[src/rtl/nib_exec_pkg.sv]
package nib_exec_pkg;

  localparam int OPC_W = 4;

  localparam logic [OPC_W-1:0] OPC_PASS = 4'h4;
  localparam logic [OPC_W-1:0] OPC_ADD  = 4'h5;
  localparam logic [OPC_W-1:0] OPC_OR   = 4'h7;
  localparam logic [OPC_W-1:0] OPC_AND  = 4'h8;
  localparam logic [OPC_W-1:0] OPC_XOR  = 4'h9;
  localparam logic [OPC_W-1:0] OPC_ROR  = 4'hA;
  localparam logic [OPC_W-1:0] OPC_BEQ  = 4'hB;

  typedef enum logic [2:0] {
    FN_NONE = 3'd0,
    FN_PASS = 3'd1,
    FN_ADD  = 3'd2,
    FN_OR   = 3'd3,
    FN_AND  = 3'd4,
    FN_XOR  = 3'd5,
    FN_ROR  = 3'd6,
    FN_CMP  = 3'd7
  } fn_e;

  typedef struct packed {
    fn_e  fn;
    logic wr;
    logic cmp;
  } dec_t;

endpackage

[src/rtl/nib_op_decode.sv]
module nib_op_decode
  import nib_exec_pkg::*;
(
  input  logic [OPC_W-1:0] op_code,
  output dec_t             dec
);

  always_comb begin
    dec.fn  = FN_NONE;
    dec.wr  = 1'b0;
    dec.cmp = 1'b0;
    case (op_code)
      OPC_PASS: begin dec.fn = FN_PASS; dec.wr = 1'b1; end
      OPC_ADD:  begin dec.fn = FN_ADD;  dec.wr = 1'b1; end
      OPC_OR:   begin dec.fn = FN_OR;   dec.wr = 1'b1; end
      OPC_AND:  begin dec.fn = FN_AND;  dec.wr = 1'b1; end
      OPC_XOR:  begin dec.fn = FN_XOR;  dec.wr = 1'b1; end
      OPC_ROR:  begin dec.fn = FN_ROR;  dec.wr = 1'b1; end
      OPC_BEQ:  begin dec.fn = FN_CMP;  dec.cmp = 1'b1; end
      default:  begin dec.fn = FN_NONE; end
    endcase
  end

endmodule

[src/rtl/nib_alu_core.sv]
module nib_alu_core
  import nib_exec_pkg::*;
#(
  parameter int DATA_W = 8
) (
  input  logic [DATA_W-1:0] opa,
  input  logic [DATA_W-1:0] opb,
  input  fn_e               fn,
  output logic [DATA_W-1:0] out
);

  logic [DATA_W:0] sum_full;

  assign sum_full = {1'b0, opa} + {1'b0, opb};

  always_comb begin
    case (fn)
      FN_PASS: out = opa;
      FN_ADD:  out = sum_full[DATA_W-1:0];
      FN_OR:   out = opa | opb;
      FN_AND:  out = opa & opb;
      FN_XOR:  out = opa ^ opb;
      default: out = '0;
    endcase
  end

  logic carry_drop;
  assign carry_drop = sum_full[DATA_W];

endmodule

[src/rtl/nib_rotr.sv]
module nib_rotr #(
  parameter int DATA_W = 8,
  parameter int CNT_W  = 4
) (
  input  logic [DATA_W-1:0] din,
  input  logic [CNT_W-1:0]  cnt,
  output logic [DATA_W-1:0] dout
);

  logic [DATA_W-1:0] stg [0:CNT_W];

  assign stg[0] = din;

  for (genvar k = 0; k < CNT_W; k++) begin : g_stage
    localparam int SH = (2 ** k) % DATA_W;
    if (SH == 0) begin : g_wrap
      assign stg[k+1] = cnt[k] ? stg[k] : stg[k];
    end else begin : g_rot
      assign stg[k+1] = cnt[k] ? {stg[k][SH-1:0], stg[k][DATA_W-1:SH]} : stg[k];
    end
  end

  assign dout = stg[CNT_W];

endmodule

[src/rtl/nib_exec_unit.sv]
module nib_exec_unit
  import nib_exec_pkg::*;
#(
  parameter int DATA_W = 8,
  parameter int CNT_W  = 4
) (
  input  logic              clk,
  input  logic              rst,
  input  logic [OPC_W-1:0]  op_code,
  input  logic [DATA_W-1:0] src_a,
  input  logic [DATA_W-1:0] src_b,
  input  logic [CNT_W-1:0]  rot_cnt,
  output logic [DATA_W-1:0] res_q,
  output logic              wr_en_q,
  output logic              eq_q
);

  dec_t              dec;
  logic [DATA_W-1:0] alu_out;
  logic [DATA_W-1:0] rot_out;
  logic [DATA_W-1:0] res_d;
  logic              eq_d;

  nib_op_decode i_dec (
    .op_code (op_code),
    .dec     (dec)
  );

  nib_alu_core #(.DATA_W(DATA_W)) i_alu (
    .opa (src_a),
    .opb (src_b),
    .fn  (dec.fn),
    .out (alu_out)
  );

  nib_rotr #(.DATA_W(DATA_W), .CNT_W(CNT_W)) i_rot (
    .din  (src_a),
    .cnt  (rot_cnt),
    .dout (rot_out)
  );

  assign res_d = (dec.fn == FN_ROR) ? rot_out : alu_out;
  assign eq_d  = dec.cmp && (src_a == src_b);

  always_ff @(posedge clk) begin
    if (rst) begin
      res_q   <= '0;
      wr_en_q <= 1'b0;
      eq_q    <= 1'b0;
    end else begin
      res_q   <= res_d;
      wr_en_q <= dec.wr;
      eq_q    <= eq_d;
    end
  end

endmodule

[config.mk]
export PLATFORM = sky130hd
export DESIGN_NAME = nib_exec_unit
export DESIGN_NICKNAME = d
export VERILOG_FILES = /design/src/rtl/nib_exec_pkg.sv /design/src/rtl/nib_op_decode.sv /design/src/rtl/nib_alu_core.sv /design/src/rtl/nib_rotr.sv /design/src/rtl/nib_exec_unit.sv
export SDC_FILE = /design/constraint.sdc
export NUM_CORES = 1
export LEC_CHECK = 0
export BUFFER_PORTS_ARGS = -buffer_cell sky130_fd_sc_hd__buf_4
export CAP_MARGIN = 20
export CORE_MARGIN = 1.5
export CORE_UTILIZATION = 53
export DETAILED_ROUTE_END_ITERATION = 7
export PLACE_DENSITY = 0.9
export SLEW_MARGIN = 20
export SYNTH_ARGS = -nofsm -noshare
export SYNTH_HDL_FRONTEND = slang
export SYNTH_SLANG_ARGS = --single-unit
[constraint.sdc]
create_clock -name clk -period 3.46 [get_ports clk]
set_input_delay 0.346 -clock clk [delete_from_list [all_inputs] [get_ports clk]]
set_output_delay 0.346 -clock clk [all_outputs]
set_load 0.01 [all_outputs]
-- Word level (Yosys, flattened, before mapping)
Index checks and enable logic that the tools add are counted.
- $add $sub $neg: 1
- $mul: 0
- divide/modulo/power cells: 0
- order comparisons: 0
- eq/ne operators: 14
- shift operators: 0
- muxes and demuxes: 8
- bitwise gates (word level): 3
- reductions and logical operators: 2
- operator list (operator ; count):
    8-bit case mux with 5 select lines ; 1
    8-bit two-way mux ; 4
    3-bit case mux with 7 select lines ; 1
    4-bit == test (second input constant) ; 4
    4-bit by 3-bit == test with 1-bit output (second input constant) ; 3
    3-bit == test (second input constant) ; 3
    8-bit adder ; 1
    8-bit AND ; 1
    8-bit == test ; 1
    8-bit bitwise OR ; 1
    8-bit XOR ; 1
    3-bit by 2-bit == test with 1-bit output (second input constant) ; 2
    6-bit OR reduction ; 1
    3-bit by 1-bit == test with 1-bit output (second input constant) ; 1
    1-bit two-way mux ; 2
    1-bit logical AND ; 1
- bits in registers: 10
- latch bits: 0
- memory bits (writable): 0
- bits in read-only memories: 0
- input port bits: 26
- output and inout bits: 10
- memories kept: 0

-- Logic depth before layout (Yosys ltp)
Gate-level depths: netlist (run 1).
- word-level depth: 5
- mapped depth: 8

-- Modules after synthesis
A second synthesis (run 1) with hierarchy kept.
- cell total of the unflattened synthesis: 185
- area total of the unflattened synthesis: 1701.6 um^2
- modules (own cells, without submodules) (module ; times used ; cells each ; area each (um^2)):
    nib_alu_core ; 1 ; 115 ; 848.3
    nib_exec_unit ; 1 ; 42 ; 446.7
    nib_rotr ; 1 ; 19 ; 326.6
    nib_op_decode ; 1 ; 9 ; 80.1

-- Least setup slack after synthesis (run 1)
OpenSTA, ideal clock, no wires.
- path type: input -> register
- from: input src_a[0]
- to: register res_q[6]
- setup time: 133 ps
- arrival: 1668 ps
- path slack: 1659 ps
- stages: 7
- cell sequence: ha_1 fa_1 a211oi_1 o21bai_1 a21oi_1 or4_1 a31oi_1
- longest elaborated chain between the ends: 4
- elaborated cells between the ends (all ways): 6
- classes of those cells: 1 x add/sub; 5 x mux
- RTL lines (item ; line ; text):
    from (decl) ; nib_exec_unit.sv:10 ; input logic [DATA_W-1:0] src_a,
    branches (longest 3 deep; another with 8-bit adder) ; -- ;
    8-bit two-way mux * ; nib_exec_unit.sv:42 ; assign res_d = (dec.fn == FN_ROR) ? rot_out : alu_out;
    to (signal assigned) ; nib_exec_unit.sv:51 ; res_q <= res_d;
    to (decl) ; nib_exec_unit.sv:13 ; output logic [DATA_W-1:0] res_q,
Mark *: on every way between the ends.
A chain may end at the register's enable or synchronous reset.

-- Worst setup path after layout (run 1)
Ends and elaborated chain as after synthesis.

==> results.md, run 1 <==
- Synth area leader: dfxtp_1
- Yosys warns: 0
- Number of global-route vias before repair: 1263
- WP data required: 3640 ps
- Post-route minimum period: 1970 ps
- Setup_tns: 0 ps
- Relative slew slack: 33.8%
- Commonest cells in the netlist: 19 x nand2_1, 18 x inv_1, 16 x ha_1
- DIE HEIGHT: 54.9 µm
- Final worst path period share: 56.9%
- Outcome: completed
- GPL Wtd Cong: 0.960
- Sequential share of the synthesized area: 14.0%
- Final setup viols: 0
- Final wirelength: 3690 µm
- Netlist cell types: 44
- Hold-fix buffers at CTS: 0
- Total gr overflow: 0
- Vias per std cell: 6.27
- Yosys reg bits: 10
- Clock sinks: 10
- Final Instance Area: 1690 µm²
- Critical path startpoint category: input pin
- Final Util: 67.6%
- Layout cells sized above 1: 22.4%
- Die Width: 54.9 µm
- Port Buffer Count: 34
- CTS tree: done
- Dpl cell area: 1650 µm²
- RSZ-0062 raised after global routing: false
- Worst Path Arrival: 2150 ps
- Num ports: 36
- Crit-path max FO: 7
- Pins Over Slew Limit: 0
- Pwr dens: 242 nW/µm²
- Core area: 2500 µm²
- Area Overhead vs Synth: 18.5%
- Leakage Power: 0.777 nW
- Cell count after synthesis: 178
- Hold Fails Final Rpt: 0
- Top FF cell, synth: dfxtp_1
- Initial Utilization: 57.0%
- 1st-pass router iterations: 5
- Overall Global Routing Usage: 27.4%
- MaxCap Viol Count: 0
- Clock tree buffer depth: 2
- Met3 Usage GRT: 2.46%
- Syn Area/Cell: 8.01 µm²
- Peak VDD IR: 0.000233 V
- CTS Root Cell: clkbuf_4
- WS Path Type: input pin to flop
- DRC viols: 0
- Initial antenna violation count: 0
- Synth async-reset ratio: 0%
- Final ANT Viol Nets: 0
- Syn Nets: 221
- Nets: 249
- CP endpoint kind: flop
- GR Layer Usage met2: 46.0%
- Top-count cell post-synth: nand2_1
- Total CTS buffers: 3
- Top cell type's share of synthesized area: 14.0%
- GR Util met1: 35.8%
- Hpwl dp: 3010 µm
- Avg WL per Cell: 15.7 µm
- FMAX: 0.508 GHz
- Pin count of the biggest net entering global routing: 19
- Most Crowded Layer GR: met2
- CTS resizes: 0
- Iteration-0 DRC Markers: 62
- Worst hold path type: input pin to flop
- Total setup buffers inserted after CTS: 0
- Post-synthesis cell area: 1430 µm²
- Worst-path clk slew: 60 ps
- Worst-margin pin slew: 980 ps
- Wire length of the first global-routing pass: 5920 µm
- FP Rows: 18
- Die area: 3010 µm²
- # diodes: 0
- Area contributors post-synth: dfxtp_1 14%, ha_1 14%, mux4_1 9.2%
- Post-synth EDFFs: 0
- Max H-tree Level: 1
- Via Count: 1473
final timing paths:
| kind | startpoint | end | cells after the start |
|---|---|---|---|
| worst max-delay path | src_a[0] | res_q[6] | 8 |
| worst min-delay path | rst | res_q[0] | 2 |
per-stage QoR:
step           worst slack, ps  instances  hold WS, ps  total power [W]
3_5_place_dp              1250        231          600         0.000306
3_3_place_gp              1340        231          593         0.000299
6_report                  1490        235          318         0.000408
4_1_cts                   1520        235          322         0.000406
2_1_floorplan             1660        178          549         0.000244
5_1_grt                   1400        235          333         0.000433
power by group:
| part | switching, W | internal, W |
|---|---|---|
| logic | 0.0000976 | 0.0000855 |
| clock network | 0.0000383 | 0.0000638 |
| registers | 0.00000170 | 0.000122 |
critical path: stages:
cell and delay (ps):
buf_4 140, ha_1 250, fa_1 450, a211oi_1 310, o21bai_1 120, a21oi_1 210
nand3_1 120, a31oi_1 210
area by class of cell:
type                            count  area (µm²)
Inverter                           18        67.6
Sequential cell                    10         200
Clock buffer                        4        36.3
Multi-Input combinational cell    139        1090
Tap cell                           30        37.5
Fill cell                         217         811
Timing Repair Buffer               34         255
cell usage in the layout, fill, tap and decap left out, types with 2 or more instances in the layout:
cell type | synthesis | routed
buf_4 | 0 | 34
and2b_1 | 2 | 2
nand2_1 | 19 | 19
xnor2_1 | 2 | 2
nor2_1 | 10 | 10
a31oi_1 | 6 | 6
a22o_1 | 3 | 3
a22oi_1 | 5 | 5
nand3_1 | 4 | 4
inv_1 | 18 | 18
nor3_1 | 3 | 3
nand3b_1 | 2 | 2
ha_1 | 16 | 16
a21oi_1 | 10 | 10
dfxtp_1 | 10 | 10
or4_1 | 2 | 2
mux4_1 | 5 | 5
and2_1 | 2 | 2
a211oi_1 | 4 | 4
o21ai_0 | 14 | 14
o2bb2ai_1 | 3 | 3
mux2i_1 | 2 | 2
clkbuf_4 | 1 | 3
o21ai_1 | 2 | 2
mux2_2 | 7 | 7
cells by family (layout without fill, tap and decap cells):
kind of cell,Yosys count,after routing,synth area share [%]
AO/OA/AOI/OAI,55,55,24.8
AND/OR/NAND/NOR,49,49,16.9
buffers and inverters,29,56,9.31
adder cells (fa/ha/maj),17,17,15.5
multiplexers,15,15,17.7
flip-flops,10,10,14.0
XOR/XNOR,3,3,1.84
routing by layer:
metal / vias up / wire length (µm)
met5: - / 0
li1: 712 / -
met4: 0 / 90
met3: 12 / 253
met2: 71 / 1780
met1: 678 / 1560
flip-flops by register name (all words and copies together) (netlist names):
signal	count
wr_en_q	1
eq_q	1
res_q	8
(Power assumes the default switching activity.)
==> run 2, diff against run 1 <==
==> constraint.sdc (replaced) <==
create_clock -name clk -period 1.9 [get_ports clk]
set_input_delay 0.19 -clock clk [delete_from_list [all_inputs] [get_ports clk]]
set_output_delay 0.19 -clock clk [all_outputs]
set_load 0.01 [all_outputs]
==> results.md, run 2 (same netlist as run 1, synthesis figures left out) <==
- Most common cell after layout, fill and taps aside: buf_4
- Worst hold path type: input pin to flop
- Layout cells sized above 1: 24.3%
- Hold Fails Final Rpt: 0
- Total gr overflow: 0
- 1st-pass router iterations: 4
- DRC viols: 0
- MaxCap Viol Count: 0
- FP Rows: 18
- Vias per std cell: 6.12
- Core area: 2500 µm²
- Critical path startpoint category: input pin
- Top reg by flops: res_q
- Final ANT Viol Nets: 0
- # diodes: 0
- Nets: 255
- Final setup viols: 0
- Die area: 3010 µm²
- Initial antenna violation count: 0
- Final worst slack: 165 ps
- DIE HEIGHT: 54.9 µm
- FMAX: 0.576 GHz
- Wire length of the first global-routing pass: 5950 µm
- CTS tree: done
- Relative slew slack: 57.9%
- Port Buffer Count: 34
- Pwr dens: 410 nW/µm²
- Total CTS buffers: 3
- Pre-CTS setup slack: -31.7 ps
- Final worst path period share: 91.3%
- Pins Over Slew Limit: 0
- Avg WL per Cell: 15.5 µm
- Most frequent cells in the layout: 40 x buf_4, 19 x nand2_1, 18 x inv_1
- Total setup buffers inserted after CTS: 0
- Worst-margin pin slew: 630 ps
- CP endpoint kind: flop
- Max FFs per register: 8
- CTS Root Cell: clkbuf_4
- Biggest regs: res_q x8, eq_q x1, wr_en_q x1
- Fill cells: 213
- Outcome: completed
- WS Path Type: input pin to flop
- Hold-fix buffers at CTS: 0
- Die Width: 54.9 µm
- Iteration-0 DRC Markers: 35
- Clock tree buffer depth: 2
- WP data required: 2090 ps
- GPL Wtd Cong: 0.931
- Area Overhead vs Synth: 20.7%
- Hpwl dp: 3080 µm
- Worst Path Arrival: 1920 ps
- Worst-path clk slew: 60 ps
- Initial Utilization: 57.0%
- Clock sinks: 10
- Leakage Power: 0.800 nW
- Total chip power: 0.000705 W
- Final wirelength: 3720 µm
- Crit-path max FO: 3
- Multi-input gate area: 1090 µm²
- RSZ-0062 raised after global routing: false
- Storage cell area: 200 µm²
- Peak VDD IR: 0.000344 V
- Post-route minimum period: 1740 ps
- CTS resizes: 0
- Via Count: 1468
- Number of global-route vias before repair: 1313
- Overall Global Routing Usage: 27.9%
- Num ports: 36
- Max H-tree Level: 1
- Pin count of the biggest net entering global routing: 19
[run 2: cell types whose count changed in the layout (fill, tap and decap cells not counted)]
cell / previous run / this run
clkbuf_8: 1 / 0
buf_4: 34 / 40
[run 2: layout make-up]
cell class	instances	share of cell area, %
clock buffer	3	1.31
inverter	18	3.93
multi-input combinational	139	63.5
sequential	10	11.6
tap	30	2.18
timing repair buffer	40	17.5
[run 2: metal layers]
layer | up-vias | global-route usage, % | wire, µm
met1 | 666 | 35.4 | 1580
met3 | 4 | 3.55 | 271
met5 | - | 0 | 0
met4 | 0 | 9.17 | 30
met2 | 74 | 48.2 | 1840
li1 | 724 | - | -
[run 2: power by group]
part           switching [W]  internal [W]
clock network      0.0000625     0.0000726
registers         0.00000276      0.000221
logic               0.000181      0.000165
total               0.000246      0.000459
[run 2: path summary, 6_finish.rpt]
path,from,to,slack (ps),depth (start not counted)
setup / recovery,src_a[0],res_q[6],160,8
hold / removal,rst,res_q[3],180,2
[run 2: metrics by stage]
| step | util [%] | TNS [ps] | hold WS (ps) | cells | area (µm²) |
|---|---|---|---|---|---|
| floorplan | - | 0 | 393 | 178 | 1430 |
| global placement | 67.9 | 0 | 440 | 237 | 1700 |
| detailed placement | 67.9 | -31.7 | 443 | 237 | 1700 |
| CTS | 68.8 | 0 | 162 | 240 | 1720 |
| global route | 68.8 | 0 | 184 | 240 | 1720 |
| finish | 68.8 | 0 | 177 | 240 | 1720 |
[run 2: critical path, cell delays in order]
cell and delay, ps:
buf_4 120, ha_1 210, fa_1 440, a211oi_1 300, o21bai_1 130, a21oi_1 250
nand3_1 110, a31oi_1 170
==> run 3, diff against run 2 <==
--- a/config.mk
+++ b/config.mk
@@ -10,6 +10,7 @@
 export CORE_MARGIN = 1.5
 export CORE_UTILIZATION = 53
 export DETAILED_ROUTE_END_ITERATION = 7
+export MAX_ROUTING_LAYER = met4
 export PLACE_DENSITY = 0.9
 export SLEW_MARGIN = 20
 export SYNTH_ARGS = -nofsm -noshare
==> results.md, run 3 (same netlist as run 1, synthesis figures left out) <==
- Outcome: completed
- Top reg by flops: res_q
- Crit-path slowest cell: fa_1
- Fill cells: 214
- Max H-tree Level: 1
- Crit-path max FO: 3
- Initial antenna violation count: 0
- Worst Path Arrival: 1910 ps
- Area Overhead vs Synth: 21.2%
- Most frequent cells in the layout: 39 x buf_4, 19 x nand2_1, 18 x inv_1
- Core area: 2500 µm²
- Crit path launch: src_a[0]
- Hold path cells: 2
- Critical path startpoint category: input pin
- CTS tree: done
- Number of global-route vias before repair: 1358
- FP Rows: 18
- Pre-CTS setup slack: -61.9 ps
- Final wirelength: 3800 µm
- Clock tree buffer depth: 2
- Overall Global Routing Usage: 28.2%
- CP Buf/Inv Count: 1
- Pins Over Slew Limit: 0
- Total setup buffers inserted after CTS: 0
- Leakage Power: 0.802 nW
- Hold Startpoint: rst
- Worst hold path type: input pin to flop
- Peak VDD IR: 0.000369 V
- FMAX: 0.580 GHz
- Port Buffer Count: 34
- Max FFs per register: 8
- DRC viols: 0
- Total CTS buffers: 3
- Hpwl dp: 3110 µm
- Biggest regs: res_q x8, eq_q x1, wr_en_q x1
- Nets: 254
- Final worst path period share: 90.7%
- Worst hold path endpoint: res_q[7]
- Wire length of the first global-routing pass: 6000 µm
- Die area: 3010 µm²
- Final Util: 69.1%
- Pin count of the biggest net entering global routing: 19
- CTS resizes: 0
- 1st-pass router iterations: 5
- Final ANT Viol Nets: 0
- DIE HEIGHT: 54.9 µm
- Relative slew slack: 61.7%
- CTS Root Cell: clkbuf_4
- Hold Fails Final Rpt: 0
- Delay-heaviest family, CP: compound AO/OA/AOI/OAI gates
- Num ports: 36
- Hold-fix buffers at CTS: 0
- RSZ-0062 raised after global routing: false
- Worst-path cell chain: buf_4, ha_1, fa_1, a211oi_1, o21bai_1, a21oi_1, nand3_1, a31oi_1
- WS Path Type: input pin to flop
- Die Width: 54.9 µm
- Worst-path clk slew: 70 ps
- Vias per std cell: 6.18
- CP endpoint kind: flop
- Post-route minimum period: 1720 ps
- Crit path largest cell delay: 440 ps
- Layout cells sized above 1: 24.3%
- Pwr dens: 437 nW/µm²
- Clock sinks: 10
- Worst-margin pin slew: 573 ps
- Via Count: 1484
- Most common cell after layout, fill and taps aside: buf_4
- Initial Utilization: 57.0%
- WP data required: 2090 ps
- MaxCap Viol Count: 0
- GPL Wtd Cong: 0.901
- Iteration-0 DRC Markers: 50
- Final setup viols: 0
- Final worst slack: 176 ps
- # diodes: 0
- Total gr overflow: 0
- Avg WL per Cell: 15.8 µm
## run 3: worst max-delay path by stage
stage / cells past startpoint / end / slack [ps]
after global routing: 8 / res_q[6] / 110
final: 8 / res_q[6] / 180
after detailed placement: 8 / res_q[6] / -60
after CTS: 8 / res_q[6] / 190
after floorplan: 7 / res_q[6] / 260
after global placement: 8 / res_q[6] / -5
## run 3: layout make-up
cell class / count / area, µm² / area share (%)
inverters: 18 / 67.6 / 3.91
multi-input cells: 139 / 1090 / 63.3
flip-flops and latches: 10 / 200 / 11.6
clock buffers: 4 / 36.3 / 2.10
repair buffers: 39 / 293 / 17.0
well taps: 30 / 37.5 / 2.17
## run 3: where the power goes
group | switching, W | internal (W) | total, W
registers | 0.00000284 | 0.000221 | 0.000224
clock network | 0.0000678 | 0.000116 | 0.000184
logic | 0.000183 | 0.000163 | 0.000347
## run 3: stage by stage
step                      area [µm²]  hold WS [ps]  std cells  TNS (ps)  total power (W)
after floorplan                 1430           393        178         0         0.000445
after global placement          1690           441        236     -4.99         0.000554
after detailed placement        1690           444        236     -61.9         0.000568
after CTS                       1730           174        240         0         0.000750
after global routing            1730           188        240         0         0.000799
final                           1730           179        240         0         0.000754
## run 3: routing by layer
metal	vias up	track usage [%]	share of wire (%)
met4	0	3.75	0.16
li1	717	-	-
met5	-	-	0
met1	686	35.1	42
met2	79	48.6	49
met3	2	4.64	9.0
